## config.mk

```make
export PLATFORM = sky130hd
export DESIGN_NAME = nec_rl_decoder
export DESIGN_NICKNAME = d
export VERILOG_FILES = /design/src/rtl/nec_rl_pkg.sv /design/src/rtl/nec_rl_step.sv /design/src/rtl/nec_rl_judge.sv /design/src/rtl/nec_rl_decoder.sv
export SDC_FILE = /design/constraint.sdc
export NUM_CORES = 1
export LEC_CHECK = 0
export BUFFER_PORTS_ARGS = -buffer_cell sky130_fd_sc_hd__buf_2
export CAP_MARGIN = 10
export CORE_UTILIZATION = 63
export CTS_CLUSTER_SIZE = 8
export DETAILED_ROUTE_END_ITERATION = 7
export GPL_ROUTABILITY_DRIVEN = 0
export GPL_TIMING_DRIVEN = 0
export HOLD_SLACK_MARGIN = 0.05
export PLACE_DENSITY = 0.85
export REMOVE_ABC_BUFFERS = 1
export SLEW_MARGIN = 20
export SYNTH_ARGS = -nofsm -noshare
export SYNTH_HDL_FRONTEND = slang
export SYNTH_SLANG_ARGS = --single-unit
```

## constraint.sdc

```tcl
create_clock -name clk -period 6 [get_ports clk]
set_clock_uncertainty 0.2 [all_clocks]
set_input_delay 0.3 -clock clk [delete_from_list [all_inputs] [get_ports clk]]
set_output_delay 0.3 -clock clk [all_outputs]
set_load 0.02 [all_outputs]
```

## src/rtl/nec_rl_pkg.sv

```systemverilog
// Shared types for the run-length NEC decoder.
// Assumes: one packet at a time; states are private to the decoder.
package nec_rl_pkg;
    localparam int CODE_W = 32;

    typedef enum logic [2:0] {
        ST_MARK   = 3'd0,  // looking for the leader pulse run
        ST_LSPACE = 3'd1,  // looking for the leader space run
        ST_PULSE  = 3'd2,  // inside a data pulse run
        ST_SPACE  = 3'd3,  // inside a data space run
        ST_FULL   = 3'd4,  // all bits decoded, rest ignored
        ST_FAIL   = 3'd5   // decoding error latched
    } dec_st_e;
endpackage

```

## src/rtl/nec_rl_step.sv

```systemverilog
// Combinational next-state logic for one run-length byte.
// Assumes: the accumulator saturates, and thresholds are far below
// its ceiling. The byte that ends a phase opens the next phase's run.
module nec_rl_step
    import nec_rl_pkg::*;
#(
    parameter int ACC_W     = 12,
    parameter int MARK_MIN  = 80,
    parameter int LSP_MIN   = 40,
    parameter int PULSE_MAX = 26,
    parameter int BIT1_MIN  = 26,
    parameter int SPACE_MAX = 53,
    localparam int BIT_W    = $clog2(CODE_W),
    localparam int CNT_W    = BIT_W + 1
) (
    input  dec_st_e            st_i,
    input  logic [ACC_W-1:0]   acc_i,
    input  logic [CODE_W-1:0]  code_i,
    input  logic [CNT_W-1:0]   cnt_i,
    input  logic               tok_valid_i,
    input  logic [7:0]         tok_byte_i,
    output dec_st_e            st_o,
    output logic [ACC_W-1:0]   acc_o,
    output logic [CODE_W-1:0]  code_o,
    output logic [CNT_W-1:0]   cnt_o
);
    logic             is_pulse;
    logic [ACC_W-1:0] dur;
    logic [ACC_W:0]   sum_wide;
    logic [ACC_W-1:0] sum;

    // Byte duration in samples and saturating run sum.
    always_comb begin
        is_pulse = tok_byte_i[7];
        dur      = ACC_W'(tok_byte_i[6:0]) + ACC_W'(1);
        sum_wide = {1'b0, acc_i} + {1'b0, dur};
        sum      = sum_wide[ACC_W] ? '1 : sum_wide[ACC_W-1:0];
    end

    // Phase walk: extend the current run or close it and judge it.
    always_comb begin
        st_o   = st_i;
        acc_o  = acc_i;
        code_o = code_i;
        cnt_o  = cnt_i;
        if (tok_valid_i) begin
            unique case (st_i)
                ST_MARK: begin
                    if (is_pulse)                          acc_o = sum;
                    else if (acc_i > ACC_W'(MARK_MIN)) begin
                        st_o  = ST_LSPACE;
                        acc_o = dur;
                    end else                               acc_o = '0;
                end
                ST_LSPACE: begin
                    if (!is_pulse)                         acc_o = sum;
                    else if (acc_i > ACC_W'(LSP_MIN)) begin
                        st_o  = ST_PULSE;
                        acc_o = dur;
                    end else                               acc_o = '0;
                end
                ST_PULSE: begin
                    if (is_pulse)                          acc_o = sum;
                    else if (acc_i > ACC_W'(PULSE_MAX))    st_o = ST_FAIL;
                    else begin
                        st_o  = ST_SPACE;
                        acc_o = dur;
                    end
                end
                ST_SPACE: begin
                    if (!is_pulse)                         acc_o = sum;
                    else if (acc_i > ACC_W'(SPACE_MAX))    st_o = ST_FAIL;
                    else begin
                        code_o[cnt_i[BIT_W-1:0]] = (acc_i > ACC_W'(BIT1_MIN));
                        cnt_o = cnt_i + CNT_W'(1);
                        acc_o = dur;
                        st_o  = (cnt_i == CNT_W'(CODE_W - 1)) ? ST_FULL : ST_PULSE;
                    end
                end
                default: ;
            endcase
        end
    end
endmodule

```

## src/rtl/nec_rl_judge.sv

```systemverilog
// Turns the end-of-packet decoder state into the reported result.
// Assumes: only data-phase or full states carry a usable code.
module nec_rl_judge
    import nec_rl_pkg::*;
(
    input  dec_st_e            st_i,
    input  logic [CODE_W-1:0]  code_i,
    output logic [CODE_W-1:0]  code_o,
    output logic               err_o,
    output logic               valid_o
);
    localparam int CMD_HI = CODE_W - 1;
    localparam int CMD_LO = CODE_W - 8;
    localparam int INV_HI = CODE_W - 9;
    localparam int INV_LO = CODE_W - 16;

    // Error class, error substitution and command-byte check.
    always_comb begin
        err_o   = !(st_i == ST_PULSE || st_i == ST_SPACE || st_i == ST_FULL);
        code_o  = err_o ? '1 : code_i;
        valid_o = !err_o && (code_o[INV_HI:INV_LO] == ~code_o[CMD_HI:CMD_LO]);
    end
endmodule

```

## src/rtl/nec_rl_decoder.sv

```systemverilog
// NEC frame decoder fed by run-length bytes.
// Holds the walk state between bytes and registers the result on a
// packet-end strobe. Assumes one byte per cycle at most and no backpressure.
module nec_rl_decoder
    import nec_rl_pkg::*;
#(
    parameter int ACC_W     = 12,
    parameter int MARK_MIN  = 80,
    parameter int LSP_MIN   = 40,
    parameter int PULSE_MAX = 26,
    parameter int BIT1_MIN  = 26,
    parameter int SPACE_MAX = 53,
    localparam int CNT_W    = $clog2(CODE_W) + 1
) (
    input  logic              clk,
    input  logic              rst_n,
    input  logic              tok_valid_i,
    output logic              tok_ready_o,
    input  logic [7:0]        tok_byte_i,
    input  logic              pkt_end_i,
    output logic              done_o,
    output logic [CODE_W-1:0] code_o,
    output logic              code_valid_o,
    output logic              err_o
);
    dec_st_e            st_q, st_d;
    logic [ACC_W-1:0]   acc_q, acc_d;
    logic [CODE_W-1:0]  code_q, code_d, fin_code;
    logic [CNT_W-1:0]   cnt_q, cnt_d;
    logic               fin_err, fin_valid;

    assign tok_ready_o = 1'b1;

    nec_rl_step #(
        .ACC_W(ACC_W), .MARK_MIN(MARK_MIN), .LSP_MIN(LSP_MIN),
        .PULSE_MAX(PULSE_MAX), .BIT1_MIN(BIT1_MIN), .SPACE_MAX(SPACE_MAX)
    ) u_step (
        .st_i(st_q), .acc_i(acc_q), .code_i(code_q), .cnt_i(cnt_q),
        .tok_valid_i(tok_valid_i), .tok_byte_i(tok_byte_i),
        .st_o(st_d), .acc_o(acc_d), .code_o(code_d), .cnt_o(cnt_d)
    );

    nec_rl_judge u_judge (
        .st_i(st_d), .code_i(code_d),
        .code_o(fin_code), .err_o(fin_err), .valid_o(fin_valid)
    );

    // Walk state: advance per byte, restart on packet end.
    always_ff @(posedge clk) begin
        if (!rst_n || pkt_end_i) begin
            st_q   <= ST_MARK;
            acc_q  <= ACC_W'(MARK_MIN);
            code_q <= '0;
            cnt_q  <= '0;
        end else begin
            st_q   <= st_d;
            acc_q  <= acc_d;
            code_q <= code_d;
            cnt_q  <= cnt_d;
        end
    end

    // Result registers: load on packet end, hold otherwise.
    always_ff @(posedge clk) begin
        if (!rst_n) begin
            done_o       <= 1'b0;
            code_o       <= '0;
            code_valid_o <= 1'b0;
            err_o        <= 1'b0;
        end else begin
            done_o <= pkt_end_i;
            if (pkt_end_i) begin
                code_o       <= fin_code;
                code_valid_o <= fin_valid;
                err_o        <= fin_err;
            end
        end
    end
endmodule

```

==> summary.md <==
| Metric | Value |
|---|---|
| Wire length on met2 | `4.93 mm` |
| Sw frac | `29.3%` |
| Most used DFF post-synth | `dfxtp_1` |
| Status | `finished clean` |
| Clock Path Buffers | `2` |
| Num ports | `48` |
| Unrepaired setup endpoints after global routing | `no` |
| Root buffer cell | `clkbuf_8` |
| DIE AREA | `7540 sq um` |
| Drt wl/cell | `15.6 microns` |
| Post-synthesis register bit count | `88` |
| FILL cells | `517` |
| Slew Viols, Final | `0` |
| Initial Utilization | `66.0%` |
| DR WL met3 | `509 microns` |
| Vias in the first global route | `3613` |
| Fraction of power consumed by sequential logic | `52.9%` |
| Sinks on Clock Net | `88` |
| Antenna cells | `0` |
| Max Clock Freq | `246 MHz` |
| Reg2Reg Depth | `7` |
| Worst-margin pin slew | `0.995 ns` |
| Die Wd | `86.8 microns` |
| # H-tree levels | `3` |
| Wire length of the first global-routing pass | `16.9 mm` |
| Setup crit start | `acc_q[1]` |
| Die Y | `86.8 microns` |
| Wl on met1 | `4.54 mm` |
| Most common cell after layout, fill and taps aside | `dfxtp_1` |
| Post-Syn Area per Cell | `8.62 sq um` |
| Hold Crit Class | `primary input to register` |
| Clock Power Share | `32.8%` |
| GR Overflow Total | `0` |
| Power Internal | `0.000825 W` |
| Worst IR Drop VDD | `0.000220 V` |
| P_sw | `0.000342 W` |
| Row cnt | `30` |
| Sum Neg Setup Slack | `0 ns` |
| CTS tree | `yes` |
| Via count | `3968` |
| Layout cells sized above 1 | `13.8%` |
| CP Data Required Time | `6.02 ns` |
| Setup violators final | `0` |
| Final Hold Vio Count | `0` |
| CTS Buf Count | `9` |
| Reg-to-reg endpoint | `code_o[6]` |
| Synth Instances | `526` |
| Hold-fix buffers, CTS | `0` |
| Final Cycle Share | `67.8%` |
| Worst Hold Launch | `tok_byte_i[0]` |
| Worst Hold Depth | `4` |
| Synth warnings | `0` |
| R2R Path Start | `acc_q[1]` |
| Power share of the combinational group | `14.3%` |
| Tot GR Track Use | `28.8%` |
| Pre-antenna DRT Iters | `5` |
| Sequential share of the synthesized area | `38.9%` |
| Most frequent cells in the layout | `dfxtp_1, nor2_1, buf_2, o21ai_0, mux2i_1` |
| Asr flop ratio synth | `0%` |
| Worst slew margin | `32.0%` |
| Post-Syn Area | `4530 sq um` |
| Post-CTS Setup Bufs | `0` |
| Post-synth cell types | `61` |
| Post-synthesis to final-layout area growth | `10.3%` |
| Core outline area | `6870 sq um` |
| Number of flops mapped to enable cells by yosys | `0` |
| Initial antenna violation count | `0` |
| Pin count of the biggest net entering global routing | `40` |
| Crit Path Max Fanout | `20` |
| PD cells | `233 nW/um^2` |
| Placed cells | `640` |
| Via-to-Cell Ratio | `6.05` |
| Final wirelength | `10.2 mm` |
| Nets@finish | `581` |
| Initial drt markers | `341` |
| Clk Latency, worst-skew pair | `0.37 ns` |
| Element type at the critical path start | `register` |
| Top layer used by detailed routing | `met4` |
| Tmin final | `4.07 ns` |
| Arrival time at the worst endpoint | `4.08 ns` |
| Resized Gates After CTS | `0` |
| Layout Cells excl Fill | `656` |
| Crit path kind | `register to register` |
| Remaining antenna violation count | `0` |
| CP Capture Type | `register` |
| LEAKAGE | `1.83 nW` |
| DRC violations left | `0` |
| Reg-to-reg slack, setup | `1.93 ns` |
| Hpwl dp | `7.32 mm` |
| PortBufs | `46` |
| Max Cap Viol | `0` |
| Hold Crit Endpoint | `acc_q[0]` |
| Tot Pwr | `0.00117 W` |
| CTS clk-pin slew, worst paths | `0.09 ns` |
[through the flow]
step	hold slack, ns	instance area (sq um)	utilization (%)	setup WS [ns]
final	0.100	5000	72.8	1.93
after global placement	0.248	4750	69.1	1.34
after global routing	0.133	5000	72.8	1.65
after detailed placement	0.258	4820	70.2	2.05
after CTS	0.0856	5000	72.8	1.99
after floorplan	0.200	4400	-	2.47
[registers in the layout, summed over array words and instances, names as in the netlist]
name          flops
acc_q            12
code_q           32
st_q              3
code_valid_o      1
err_o             1
code_o           32
done_o            1
cnt_q             6
[metal layers]
layer / vias to the layer above / global-route usage [%]
met5: - / 0
met2: 123 / 47.5
met4: 0 / 12.1
li1: 1963 / -
met1: 1859 / 36.6
met3: 23 / 6.19
[how the worst max path moves through the flow]
stage,to,depth (start not counted)
3_5_place_dp,code_o[6],7
6_report,code_o[6],7
2_1_floorplan,acc_q[10],7
5_1_grt,code_o[6],7
4_1_cts,code_o[6],7
3_3_place_gp,acc_q[10],7
[synthesized netlist by cell type, types with 3 or more instances]
master,count,share of area [%]
mux2i_1,34,7.5
a21o_1,3,0.50
a41oi_1,3,0.58
nor3_1,21,2.3
a21oi_1,16,1.8
or3_1,5,0.69
nand3_1,12,1.3
clkbuf_1,28,2.3
nand2b_1,6,0.83
nand2_1,22,1.8
o21a_1,4,0.66
o31ai_1,3,0.50
dfxtp_1,88,39
nor2_1,67,5.5
a22o_1,14,2.7
a211oi_1,7,1.2
o211ai_1,3,0.50
xnor2_1,19,3.7
and2_1,8,1.1
o21ai_1,13,1.4
xor2_1,10,1.9
nor4_1,3,0.41
ha_1,13,3.6
a2bb2oi_1,4,0.77
a31oi_1,23,3.2
inv_1,13,1.1
o21ai_0,38,4.2
[power by group through the flow]
stage	clock, W	sequential (W)	combinational (W)
detailed placement	0	0.000630	0.000165
CTS	0.000389	0.000617	0.000165
floorplan	0	0.000650	0.0000881
global placement	0	0.000629	0.000154
global route	0.000411	0.000620	0.000182
finish	0.000383	0.000617	0.000167
[layout make-up]
cell class	instances	area (sq um)	area share, %
timing repair buffer	51	299	5.98
clock buffer	10	128	2.55
multi-input combinational	392	2590	51.8
clock inverter	6	52.6	1.05
sequential	88	1760	35.2
tap	96	120	2.40
inverter	13	48.8	0.976
[worst max-delay path, cell delays in order, from the launching register on]
cell and delay [ns]:
dfxtp_1 0.41, o41ai_1 0.38, nand2b_1 0.08, a2111oi_0 0.89
a311oi_1 0.30, nor3_2 0.77, or2_1 0.66, a31oi_1 0.19
[kinds of logic after synthesis]
group / count (synthesis) / share of synthesized area, %
mux: 36 / 8.31
compound gates: 151 / 21.8
xor+xnor: 29 / 5.60
simple gates: 160 / 17.0
fa+ha+maj: 15 / 4.25
flops: 88 / 38.9
buf+inv: 46 / 4.09
other cells: 1 / 0.0827
Power figures use the tool's default switching activity.
